--- src/rtl/tdc_pkg.sv ---
package tdc_pkg;
  // Strobes from the control path to the datapath
  typedef struct packed {
    logic loadSpawn;  // latch count/address and reset the ID counter
    logic advance;    // bump the ID counter by the number of grants
  } dpCtrl_t;
endpackage

--- src/rtl/tdc_datapath.sv ---
module tdc_datapath
  import tdc_pkg::*;
#(
  parameter int NUM_UNITS = 8,
  parameter int ID_W      = 32,
  parameter int ADDR_W    = 32
) (
  input  logic                      clk,
  input  logic                      rst_n,
  input  dpCtrl_t                   ctl,
  input  logic [NUM_UNITS-1:0]      grantMask,
  input  logic [ID_W-1:0]           spawnCount,
  input  logic [ADDR_W-1:0]         spawnAddr,
  output logic [ID_W-1:0]           bcastCount,
  output logic [ADDR_W-1:0]         bcastAddr,
  output logic [NUM_UNITS*ID_W-1:0] grantId,
  output logic [NUM_UNITS-1:0]      grantLive
);
  localparam int CW    = ID_W + 1;              // counter never wraps
  localparam int RNK_W = $clog2(NUM_UNITS + 1);

  logic [CW-1:0]    nextId;
  logic [RNK_W-1:0] rank [NUM_UNITS];
  logic [RNK_W-1:0] total;
  logic [CW-1:0]    idExt [NUM_UNITS];

  // Exclusive prefix count of the grant mask gives each grant its offset
  always_comb begin
    logic [RNK_W-1:0] run;
    run = '0;
    for (int i = 0; i < NUM_UNITS; i++) begin
      rank[i] = run;
      run     = run + RNK_W'(grantMask[i]);
    end
    total = run;
  end

  for (genvar g = 0; g < NUM_UNITS; g++) begin : g_grant
    assign idExt[g]                   = nextId + CW'(rank[g]);
    assign grantId[g*ID_W +: ID_W]    = idExt[g][ID_W-1:0];
    assign grantLive[g]               = idExt[g] < {1'b0, bcastCount};
  end

  always_ff @(posedge clk) begin
    if (!rst_n) begin
      nextId     <= '0;
      bcastCount <= '0;
      bcastAddr  <= '0;
    end else if (ctl.loadSpawn) begin
      nextId     <= CW'(NUM_UNITS);
      bcastCount <= spawnCount;
      bcastAddr  <= spawnAddr;
    end else if (ctl.advance) begin
      nextId     <= nextId + CW'(total);
    end
  end
endmodule

--- src/rtl/tdc_control.sv ---
module tdc_control
  import tdc_pkg::*;
#(
  parameter int NUM_UNITS = 8,
  parameter int ID_W      = 32
) (
  input  logic                 clk,
  input  logic                 rst_n,
  input  logic                 spawnValid,
  input  logic [ID_W-1:0]      spawnCount,
  input  logic [NUM_UNITS-1:0] reqValid,
  input  logic [NUM_UNITS-1:0] grantLive,
  output dpCtrl_t              ctl,
  output logic [NUM_UNITS-1:0] grantMask,
  output logic                 spawnAccept,
  output logic                 spawnReject,
  output logic                 busy,
  output logic                 bcastValid,
  output logic                 joinDone,
  output logic [NUM_UNITS-1:0] unitIdle
);
  logic [NUM_UNITS-1:0] active;
  logic [NUM_UNITS-1:0] initMask;
  logic [NUM_UNITS-1:0] retire;

  for (genvar g = 0; g < NUM_UNITS; g++) begin : g_init
    assign initMask[g] = spawnCount > ID_W'(g);
  end

  assign spawnAccept   = spawnValid && !busy;
  assign spawnReject   = spawnValid && busy;
  assign grantMask     = reqValid & active;
  assign retire        = grantMask & ~grantLive;
  assign unitIdle      = ~active;
  assign ctl.loadSpawn = spawnAccept;
  assign ctl.advance   = |grantMask;

  always_ff @(posedge clk) begin
    if (!rst_n) begin
      busy       <= 1'b0;
      active     <= '0;
      bcastValid <= 1'b0;
      joinDone   <= 1'b0;
    end else begin
      bcastValid <= spawnAccept;
      joinDone   <= 1'b0;
      if (spawnAccept) begin
        busy   <= 1'b1;
        active <= initMask;
      end else if (busy) begin
        active <= active & ~retire;
        if (active == '0) begin
          busy     <= 1'b0;
          joinDone <= 1'b1;
        end
      end
    end
  end
endmodule

--- src/rtl/thread_dispatch.sv ---
module thread_dispatch
  import tdc_pkg::*;
#(
  parameter int NUM_UNITS = 8,
  parameter int ID_W      = 32,
  parameter int ADDR_W    = 32
) (
  input  logic                      clk,
  input  logic                      rst_n,
  input  logic                      spawnValid,
  input  logic [ID_W-1:0]           spawnCount,
  input  logic [ADDR_W-1:0]         spawnAddr,
  output logic                      spawnAccept,
  output logic                      spawnReject,
  output logic                      busy,
  output logic                      bcastValid,
  output logic [ID_W-1:0]           bcastCount,
  output logic [ADDR_W-1:0]         bcastAddr,
  input  logic [NUM_UNITS-1:0]      reqValid,
  output logic [NUM_UNITS-1:0]      grantValid,
  output logic [NUM_UNITS*ID_W-1:0] grantId,
  output logic [NUM_UNITS-1:0]      grantLive,
  output logic [NUM_UNITS-1:0]      unitIdle,
  output logic                      joinDone
);
  dpCtrl_t ctl;

  tdc_control #(.NUM_UNITS(NUM_UNITS), .ID_W(ID_W)) u_ctrl (
    .clk(clk), .rst_n(rst_n), .spawnValid(spawnValid), .spawnCount(spawnCount),
    .reqValid(reqValid), .grantLive(grantLive), .ctl(ctl), .grantMask(grantValid),
    .spawnAccept(spawnAccept), .spawnReject(spawnReject), .busy(busy),
    .bcastValid(bcastValid), .joinDone(joinDone), .unitIdle(unitIdle)
  );

  tdc_datapath #(.NUM_UNITS(NUM_UNITS), .ID_W(ID_W), .ADDR_W(ADDR_W)) u_dp (
    .clk(clk), .rst_n(rst_n), .ctl(ctl), .grantMask(grantValid),
    .spawnCount(spawnCount), .spawnAddr(spawnAddr), .bcastCount(bcastCount),
    .bcastAddr(bcastAddr), .grantId(grantId), .grantLive(grantLive)
  );
endmodule

--- config.mk ---
export PLATFORM = sky130hd
export DESIGN_NAME = thread_dispatch
export DESIGN_NICKNAME = d
export VERILOG_FILES = /design/src/rtl/tdc_pkg.sv /design/src/rtl/tdc_datapath.sv /design/src/rtl/tdc_control.sv /design/src/rtl/thread_dispatch.sv
export SDC_FILE = /design/constraint.sdc
export NUM_CORES = 1
export LEC_CHECK = 0
export ABC_CLOCK_PERIOD_IN_PS = 7640
export BUFFER_PORTS_ARGS = -buffer_cell sky130_fd_sc_hd__clkbuf_2
export CORE_ASPECT_RATIO = 0.9
export CORE_UTILIZATION = 50
export CTS_CLUSTER_SIZE = 8
export DETAILED_ROUTE_END_ITERATION = 10
export PLACE_DENSITY_LB_ADDON = 0.05
export SKIP_CTS_REPAIR_TIMING = 1
export SYNTH_ARGS = -nofsm -noshare
export SYNTH_HDL_FRONTEND = slang
export SYNTH_SLANG_ARGS = --single-unit
export TNS_END_PERCENT = 5
--- constraint.sdc ---
create_clock -name clk -period 7.64 [get_ports clk]
set_input_delay 0 -clock clk [delete_from_list [all_inputs] [get_ports clk]]
set_output_delay 0 -clock clk [all_outputs]
set_load 0.03 [all_outputs]
==> flow_summary_export.csv, run 1 <==
group,metric,value,unit
cells_and_area,nNetsFinal,2663,
die,die_area,33200,um2
synthesis,async_flop_share,0,
grt,antenna_found_initial,2,
cells_and_area,fillers,3174,
sta,hold_violations,1,
synthesis,synth_largest_area_cell,"ha_1",
synthesis,avgSynthCellArea,7.75,um2
cells_and_area,drive_above_1_share,0.216,
pwr,power-per-cell-area,124,nW/um2
routing,dr.first_iter.drc_count,1413,
worst_setup_path,crit-reg2reg-launch,"u_ctrl.active[2]",
grt,grt_max_degree,78,
clocking,htree_num_levels,3,
cells_and_area,multi_input_comb_area,11500,um2
grt,grt-ovfl-total,0,
die,fp.dieW,192,um
sta,setup_viol,0,
synthesis,ys_seq_area_frac,0.133,
grt,grt.total_usage,0.402,
routing,totalWireLength,69.5,mm
clocking,cts_inserted_buffers,9,
pwr,power.leakage,9.32,nW
worst_setup_path,worstPathArrival,7.10,ns
sta,slew_headroom,0.228,
pwr,vdd_ir_drop_max,0.000132,V
clocking,clockBufferDepth,2,
worst_setup_path,cp_slowest_stage_delay,0.50,ns
grt,grt_pass1_wl,98.3,mm
sta,clock_skew,0.0143,ns
worst_setup_path,worst-path-buf-inv,5,
die,core_area,32000,um2
worst_setup_path,cp-start-kind,"flip-flop",
sta,rsz0062_at_grt,"no",
grt,first_global_vias,15100,
placement,gp_congestion,1.02,
status,outcome,"finished with violations",
clocking,cts_tree,"yes",
sta,maxSlewViolCount,0,
worst_setup_path,crit_fanout,8,
sta,fmax,141,MHz
worst_setup_path,end_kind,"output port",
die,start_util,0.508,
die,io_pins,424,
synthesis,synth_edf_count,0,
cells_and_area,final_cells,2713,
synthesis,synth_fp_nets,2466,
synthesis,syn_area,16200,um2
placement,dpl.cell_count,2628,
worst_setup_path,crit_path_top_delay_cell,"fa_1",
worst_setup_path,worst_path_dominant_cell_family,"adder cells",
min_path,hold_path.class,"input port to flip-flop",
cells_and_area,regArea,2160,um2
synthesis,synthTopCellsByArea,"ha_1 (22%), dfxtp_1 (13%), buf_4 (12%), xor2_1 (7.4%), xnor2_1 (6.4%)",
worst_setup_path,criticalPathCategory,"flip-flop to output port",
placement,port_buffers,423,
synthesis,yosys_warnings,0,
synthesis,post-synth-top-count-cell,"ha_1",
sta,tightest_slew,1.16,ns
min_path,hold_start,"spawnCount[1]",
clocking,cts_sinks,108,
clocking,clk_latency,0.38,ns
routing,avgRoutedWirePerCell,25.6,um
cells_and_area,area_growth,9.98,%
sta,fin_crit,7.10,ns
worst_setup_path,critical_path_required,7.64,ns
routing,viasPerCell,5.99,
synthesis,ys_ff_latch,108,
sta,whs,-0.0120,ns
routing,postRouteAntennaNets,0,
synthesis,synth_top_flop_cell,"dfxtp_1",
clocking,root_buffer,"clkbuf_16",
synthesis,syn_inst,2094,
die,die_height,173,um
routing,dr.pass1.iters,6,
sta,post-route-period-util,0.930,
synthesis,ys_types,70,
placement,dp_hpwl,55.6,mm
run,drv_cap,0,
routing,vias,16200,
routing,drc,0,
status,failed_checks,"hold timing",
sta,tns,0,ns
worst_setup_path,worstSetupStartpoint,"u_ctrl.active[2]",
synthesis,synth_top_area_frac,0.222,
die,row_count,62,
synthesis,synth_top_cells_by_count,"ha_1 (288), buf_4 (257), nand2_1 (234)",
clocking,clk_pin_slew,0.09,ns
## area by class of cell
type | count | share of cell area
tap | 416 | 0.0292
antenna | 1 | 0.000140
sequential | 108 | 0.121
clock buffer | 9 | 0.0126
inverter | 72 | 0.0151
timing repair buffer | 524 | 0.171
clock inverter | 7 | 0.00526
multi-input combinational | 1576 | 0.646
## cell families after synthesis
kind of cell,count (synthesis),share of synthesized area
simple gates,678,0.194
buf+inv,410,0.156
compound gates,344,0.144
fa+ha+maj,298,0.234
xor+xnor,255,0.138
flops,108,0.133
mux,1,0.000617
## metrics by stage
stage / power, W / area (um2) / utilization / hold WS (ns) / setup slack [ns]
3_3_place_gp: 0.00165 / 16900 / 0.527 / 0.233 / 1.28
4_1_cts: 0.00218 / 17200 / 0.537 / -0.163 / 0.695
3_5_place_dp: 0.00167 / 16900 / 0.527 / 0.242 / 1.07
6_report: 0.00222 / 17900 / 0.559 / -0.0120 / 0.537
5_1_grt: 0.00233 / 17900 / 0.559 / 0.0151 / 0.134
2_1_floorplan: 0.00140 / 16200 / - / 0.102 / 1.50
## report_power, final
group | switching (W) | leakage (nW) | internal, W
combinational | 0.000699 | 8.28 | 0.000356
sequential | 0.0000483 | 0.883 | 0.000598
clock | 0.000276 | 0.154 | 0.000240
## flip-flops by register name, indices dropped and copies added (netlist names)
name,flops
u_dp.nextId,33
u_dp.bcastAddr,32
u_dp.bcastCount,32
u_ctrl.active,8
u_ctrl.bcastValid,1
u_ctrl.busy,1
u_ctrl.joinDone,1
## routing by layer
metal / vias to the layer above / track usage / share of wire
met4: 2 / 0.166 / 0.043
met3: 158 / 0.110 / 0.11
li1: 7398 / - / -
met2: 907 / 0.593 / 0.42
met1: 7783 / 0.546 / 0.43
met5: - / 0 / 0.00016
## worst min-delay path: cells and delay by family
family,cells,cell delay (ns)
buffers and inverters,1,0.16
AOI/OAI and AO/OA,1,0.07
and+or+nand+nor,1,0.08
## path summary, 6_finish.rpt
path	end	slack, ns	depth (start not counted)
worst max-delay path	grantLive[6]	0.54	25
worst max register to register	u_ctrl.active[6]	0.91	25
worst min-delay path	u_dp.bcastCount[1]	-0.01	3
worst min register to register	u_dp.bcastAddr[8]	0.47	2
## cell usage in the layout (no fill, tap or decap), types with 68 or more instances in the layout
master         instances
a21boi_0              68
inv_1                 71
xor2_1               137
dlygate4sd3_1         68
ha_1                 288
xnor2_1              118
dfxtp_1              108
clkbuf_2             423
nand2_1              234
nor2_1               180
a21oi_1               72
Power figures use the tool's default switching activity.
==> run 2, diff against run 1 <==
Settings changed: REMOVE_ABC_BUFFERS set to 1, SLEW_MARGIN set to 30.
==> flow_summary_export.csv, run 2 (synthesis results as in run 1) <==
group,metric,value,unit
clocking,cts_inserted_buffers,9,
clocking,clk_latency,0.38,ns
cells_and_area,n_antenna_cell,0,
pwr,p_total,0.00223,W
worst_setup_path,reg2reg_slack,0.80,ns
worst_setup_path,crit_path_top_delay_cell,"fa_1",
clocking,clk_pin_slew,0.09,ns
routing,avgRoutedWirePerCell,25.1,um
sta,hold_violations,2,
min_path,hold_start,"reqValid[6]",
die,die_height,173,um
sta,post-route-period-util,0.942,
sta,rsz0062_at_grt,"no",
grt,grt-ovfl-total,0,
clocking,cts_tree,"yes",
worst_setup_path,worst_r2r_path_depth,25,
clocking,root_buffer,"clkbuf_16",
worst_setup_path,critical_path_required,7.64,ns
pwr,power_frac_comb,0.470,
die,row_count,62,
sta,fmax,139,MHz
die,io_pins,424,
sta,clock_skew,0.0137,ns
pwr,p_sw,0.00101,W
placement,placed_area,16900,um2
die,die_area,33200,um2
grt,grt_max_degree,77,
worst_setup_path,rr_endpoint,"u_ctrl.active[6]",
worst_setup_path,worst-path-buf-inv,5,
pwr,switching_share,0.454,
placement,dp_hpwl,53.9,mm
clocking,cts_sinks,108,
sta,slew_headroom,0.335,
clocking,htree_num_levels,3,
status,failed_checks,"hold timing",
cells_and_area,final_common_cell,"clkbuf_2",
sta,tightest_slew,0.991,ns
sta,fin_crit,7.20,ns
pwr,vdd_ir_drop_max,0.000175,V
worst_setup_path,criticalPathCategory,"flip-flop to output port",
cells_and_area,nNetsFinal,2670,
pwr,pwr-share-clk,0.243,
sta,tns,0,ns
worst_setup_path,cp-start-kind,"flip-flop",
routing,dr.pass1.iters,7,
min_path,holdPathEnd,"u_ctrl.active[6]",
worst_setup_path,end_kind,"output port",
worst_setup_path,cp_slowest_stage_delay,0.49,ns
grt,first_global_vias,15300,
routing,drc,0,
pwr,internal_power,0.00122,W
pwr,pwr-share-seq,0.287,
cells_and_area,area_growth,10.4,%
cells_and_area,final_cell_mix,"clkbuf_2 (423), ha_1 (288), nand2_1 (234)",
worst_setup_path,crit_fanout,8,
sta,whs,-0.0374,ns
run,drv_cap,0,
worst_setup_path,crit-reg2reg-launch,"u_ctrl.active[2]",
cells_and_area,largest_reg_flops,33,
worst_setup_path,worstPathArrival,7.20,ns
grt,grt.total_usage,0.396,
placement,port_buffers,423,
grt,grt_pass1_wl,97.3,mm
sta,maxSlewViolCount,0,
routing,vias,16300,
routing,dr.first_iter.drc_count,1680,
grt,antenna_found_initial,1,
pwr,power.leakage,9.36,nW
cells_and_area,fillers,3151,
clocking,clockBufferDepth,2,
cells_and_area,reg_top3,"u_dp.nextId x33, u_dp.bcastAddr x32, u_dp.bcastCount x32",
routing,viasPerCell,5.99,
cells_and_area,largest_register,"u_dp.nextId",
sta,setup_viol,0,
die,core_area,32000,um2
cells_and_area,drive_above_1_share,0.219,
placement,gp_congestion,1.03,
worst_setup_path,worst_path_dominant_cell_family,"adder cells",
pwr,power-per-cell-area,125,nW/um2
die,start_util,0.508,
status,outcome,"finished with violations",
routing,postRouteAntennaNets,0,
min_path,holdPathStages,3,
cells_and_area,fin_area,17900,um2
die,fp.dieW,192,um
min_path,hold_path.class,"input port to flip-flop",
routing,totalWireLength,68.3,mm
-- run 2: cell types whose count changed in the layout (fill, tap and decap cells not counted), sizes merged --
cell	before	now
diode	1	0
buf	33	41
clkinv	3	2
dlygate4sd3	68	67
bufinv	0	1
-- run 2: per-layer routing --
| layer | track usage | up-vias | wire length, um |
|---|---|---|---|
| met4 | 0.147 | 2 | 2710 |
| met3 | 0.106 | 160 | 7550 |
| met1 | 0.547 | 7716 | 29100 |
| met2 | 0.584 | 1003 | 28900 |
| li1 | - | 7408 | - |
| met5 | 0 | - | 11 |
-- run 2: worst max path at each step --
stage	from	endpoint	cells past startpoint
after floorplan	u_ctrl.active[2]	grantLive[7]	22
after global placement	u_ctrl.active[2]	grantLive[7]	23
after detailed placement	u_ctrl.active[2]	grantLive[7]	23
after CTS	u_ctrl.active[2]	grantLive[7]	23
after global routing	u_ctrl.active[2]	grantLive[7]	23
final	u_ctrl.active[2]	grantLive[6]	25
-- run 2: power groups by stage --
stage	Combinational (W)	Sequential (W)	Clock, W
after floorplan	0.000612	0.000706	0
after global placement	0.00100	0.000650	0
after detailed placement	0.00101	0.000652	0
after CTS	0.00101	0.000639	0.000544
after global routing	0.00114	0.000644	0.000562
final	0.00105	0.000640	0.000543
-- run 2: final cells by class --
| type | count | area (um2) | area share |
|---|---|---|---|
| repair buffers | 531 | 3100 | 0.173 |
| inverters | 72 | 270 | 0.0151 |
| well taps | 416 | 520 | 0.0291 |
| multi-input cells | 1576 | 11500 | 0.644 |
| clock buffers | 9 | 225 | 0.0126 |
| clock inverters | 7 | 100 | 0.00559 |
| flip-flops and latches | 108 | 2160 | 0.121 |
-- run 2: metrics by stage --
step | setup slack [ns] | cells | utilization
2_1_floorplan | 1.15 | 1756 | -
4_1_cts | 0.612 | 2652 | 0.539
5_1_grt | 0.100 | 2719 | 0.561
3_5_place_dp | 1.03 | 2636 | 0.529
6_report | 0.443 | 2719 | 0.561
3_3_place_gp | 1.20 | 2636 | 0.529
-- run 2: worst min-delay path: stages --
cell and delay, ns:
clkbuf_2 0.10, nand2_1 0.06, o2111a_1 0.15
==> run 3, diff against run 2 <==
Settings changed: MAX_ROUTING_LAYER set to met4, PLACE_DENSITY set to 0.81, PLACE_DENSITY_LB_ADDON 0.05 to not set.
==> flow_summary_export.csv, run 3 (synthesis results as in run 1) <==
group,metric,value,unit
die,die_area,33200,um2
sta,fmax,140,MHz
routing,dr.first_iter.drc_count,1671,
pwr,vdd_ir_drop_max,0.000120,V
clocking,clk_latency,0.38,ns
worst_setup_path,worst_r2r_path_depth,23,
min_path,hold_path.class,"input port to flip-flop",
placement,post-place-ws,1.06,ns
cells_and_area,nNetsFinal,2672,
clocking,root_buffer,"clkbuf_16",
worst_setup_path,crit_path_top_delay_cell,"nor4_1",
sta,tns,0,ns
routing,viasPerCell,6.11,
cells_and_area,drive_above_1_share,0.219,
pwr,switching_share,0.461,
clocking,clk_pin_slew,0.09,ns
grt,grt_max_degree,78,
placement,port_buffers,423,
grt,grt-ovfl-total,0,
sta,tightest_slew,1.14,ns
clocking,cts_tree,"yes",
clocking,htree_num_levels,3,
worst_setup_path,crit_fanout,10,
cells_and_area,area_growth,10.2,%
die,core_area,32000,um2
die,io_pins,424,
pwr,p_total,0.00220,W
cells_and_area,reg_top3,"u_dp.nextId x33, u_dp.bcastAddr x32, u_dp.bcastCount x32",
grt,use_met1,0.547,
worst_setup_path,cp-start-kind,"flip-flop",
die,fp.dieW,192,um
sta,hold_violations,2,
routing,dr.pass1.iters,7,
worst_setup_path,critical_path_required,7.64,ns
cells_and_area,final_cell_mix,"clkbuf_2 (423), ha_1 (288), nand2_1 (234)",
cells_and_area,final_common_cell,"clkbuf_2",
sta,slew_headroom,0.236,
routing,totalWireLength,70.2,mm
die,die_height,173,um
worst_setup_path,worstSetupStartpoint,"u_ctrl.active[2]",
clocking,clockBufferDepth,2,
worst_setup_path,crit-reg2reg-launch,"u_ctrl.active[2]",
routing,postRouteAntennaNets,0,
pwr,internal_power,0.00118,W
routing,drc,0,
routing,vias,16600,
sta,rsz0062_at_grt,"no",
routing,avgRoutedWirePerCell,25.8,um
worst_setup_path,worstPathArrival,7.12,ns
pwr,power_frac_comb,0.484,
min_path,hold_start,"spawnCount[1]",
pwr,power.leakage,9.34,nW
sta,finalWorstSetupSlack,0.518,ns
placement,gp_congestion,1.11,
clocking,cts_sinks,108,
die,row_count,62,
grt,met3_usage,0.0946,
clocking,cts_inserted_buffers,9,
status,failed_checks,"hold timing",
status,outcome,"finished with violations",
cells_and_area,largest_reg_flops,33,
grt,first_global_vias,15600,
grt,met2_usage,0.604,
placement,dp_hpwl,55.7,mm
sta,clock_skew,0.00963,ns
pwr,p_sw,0.00101,W
sta,setup_viol,0,
grt,grt.total_usage,0.415,
worst_setup_path,end_kind,"output port",
run,drv_cap,0,
grt,grt_pass1_wl,99.0,mm
sta,maxSlewViolCount,0,
sta,whs,-0.0326,ns
grt,busiest_layer,"met2",
min_path,holdPathStages,3,
worst_setup_path,cp_slowest_stage_delay,0.54,ns
worst_setup_path,crit_chain,"and2_1 > fa_1 > ha_1 > inv_1 > fa_1 > xnor2_1 > xor2_1 > ha_1 > inv_1 > fa_1 > nor2b_1 > o21ai_0 > and2_1 > nor4_1 > xor2_1 > ha_1 > a211oi_1 > o21ai_0 > o211ai_1 > a21oi_1 > a2111o_1 > a21oi_1 > clkbuf_2",
die,start_util,0.508,
sta,post-route-period-util,0.932,
pwr,pwr-share-clk,0.225,
pwr,pwr-share-seq,0.292,
worst_setup_path,criticalPathCategory,"flip-flop to output port",
grt,antenna_found_initial,1,
cells_and_area,largest_register,"u_dp.nextId",
pwr,power-per-cell-area,123,nW/um2
sta,fin_crit,7.12,ns
run 3: power by group through the flow:
stage,clock [W],combinational [W],sequential (W)
6_report,0.000493,0.00106,0.000640
5_1_grt,0.000512,0.00114,0.000644
4_1_cts,0.000492,0.00101,0.000638
3_5_place_dp,0,0.00101,0.000651
3_3_place_gp,0,0.000989,0.000650
2_1_floorplan,0,0.000612,0.000706
run 3: worst max-delay path, delay by kind of cell, from the launching register on:
family | cells | cell delay, ns
xor+xnor | 3 | 0.89
simple gates | 4 | 1.24
buf+inv | 3 | 0.41
flops | 1 | 0.42
fa+ha+maj | 6 | 2.30
compound gates | 7 | 1.46
run 3: layout make-up:
| class | instances | area, um2 |
|---|---|---|
| Antenna cell | 2 | 5.00 |
| Timing Repair Buffer | 533 | 3110 |
| Clock buffer | 9 | 225 |
| Multi-Input combinational cell | 1576 | 11500 |
| Fill cell | 3072 | 14100 |
| Inverter | 72 | 270 |
| Clock inverter | 6 | 57.6 |
| Sequential cell | 108 | 2160 |
| Tap cell | 416 | 520 |
run 3: final timing paths:
check / slack, ns / to
max: 0.52 / grantLive[7]
min: -0.03 / u_dp.bcastCount[1]
max reg2reg: 1.08 / u_ctrl.active[7]
min reg2reg: 0.47 / u_dp.bcastAddr[17]
run 3: per-stage QoR:
| step | util | instances | hold slack (ns) | instance area, um2 |
|---|---|---|---|---|
| final | 0.560 | 2722 | -0.0326 | 17900 |
| after global routing | 0.560 | 2722 | 0.0156 | 17900 |
| after floorplan | - | 1756 | 0.101 | 14000 |
| after global placement | 0.529 | 2637 | 0.234 | 16900 |
| after detailed placement | 0.530 | 2637 | 0.243 | 16900 |
| after CTS | 0.538 | 2652 | -0.156 | 17200 |
run 3: per-layer routing:
layer / wire [um] / vias to the layer above / share of wire
li1: - / 7399 / -
met1: 29100 / 7940 / 0.41
met2: 30100 / 1123 / 0.43
met3: 7780 / 180 / 0.11
met4: 3190 / 0 / 0.045
met5: 0 / - / 0
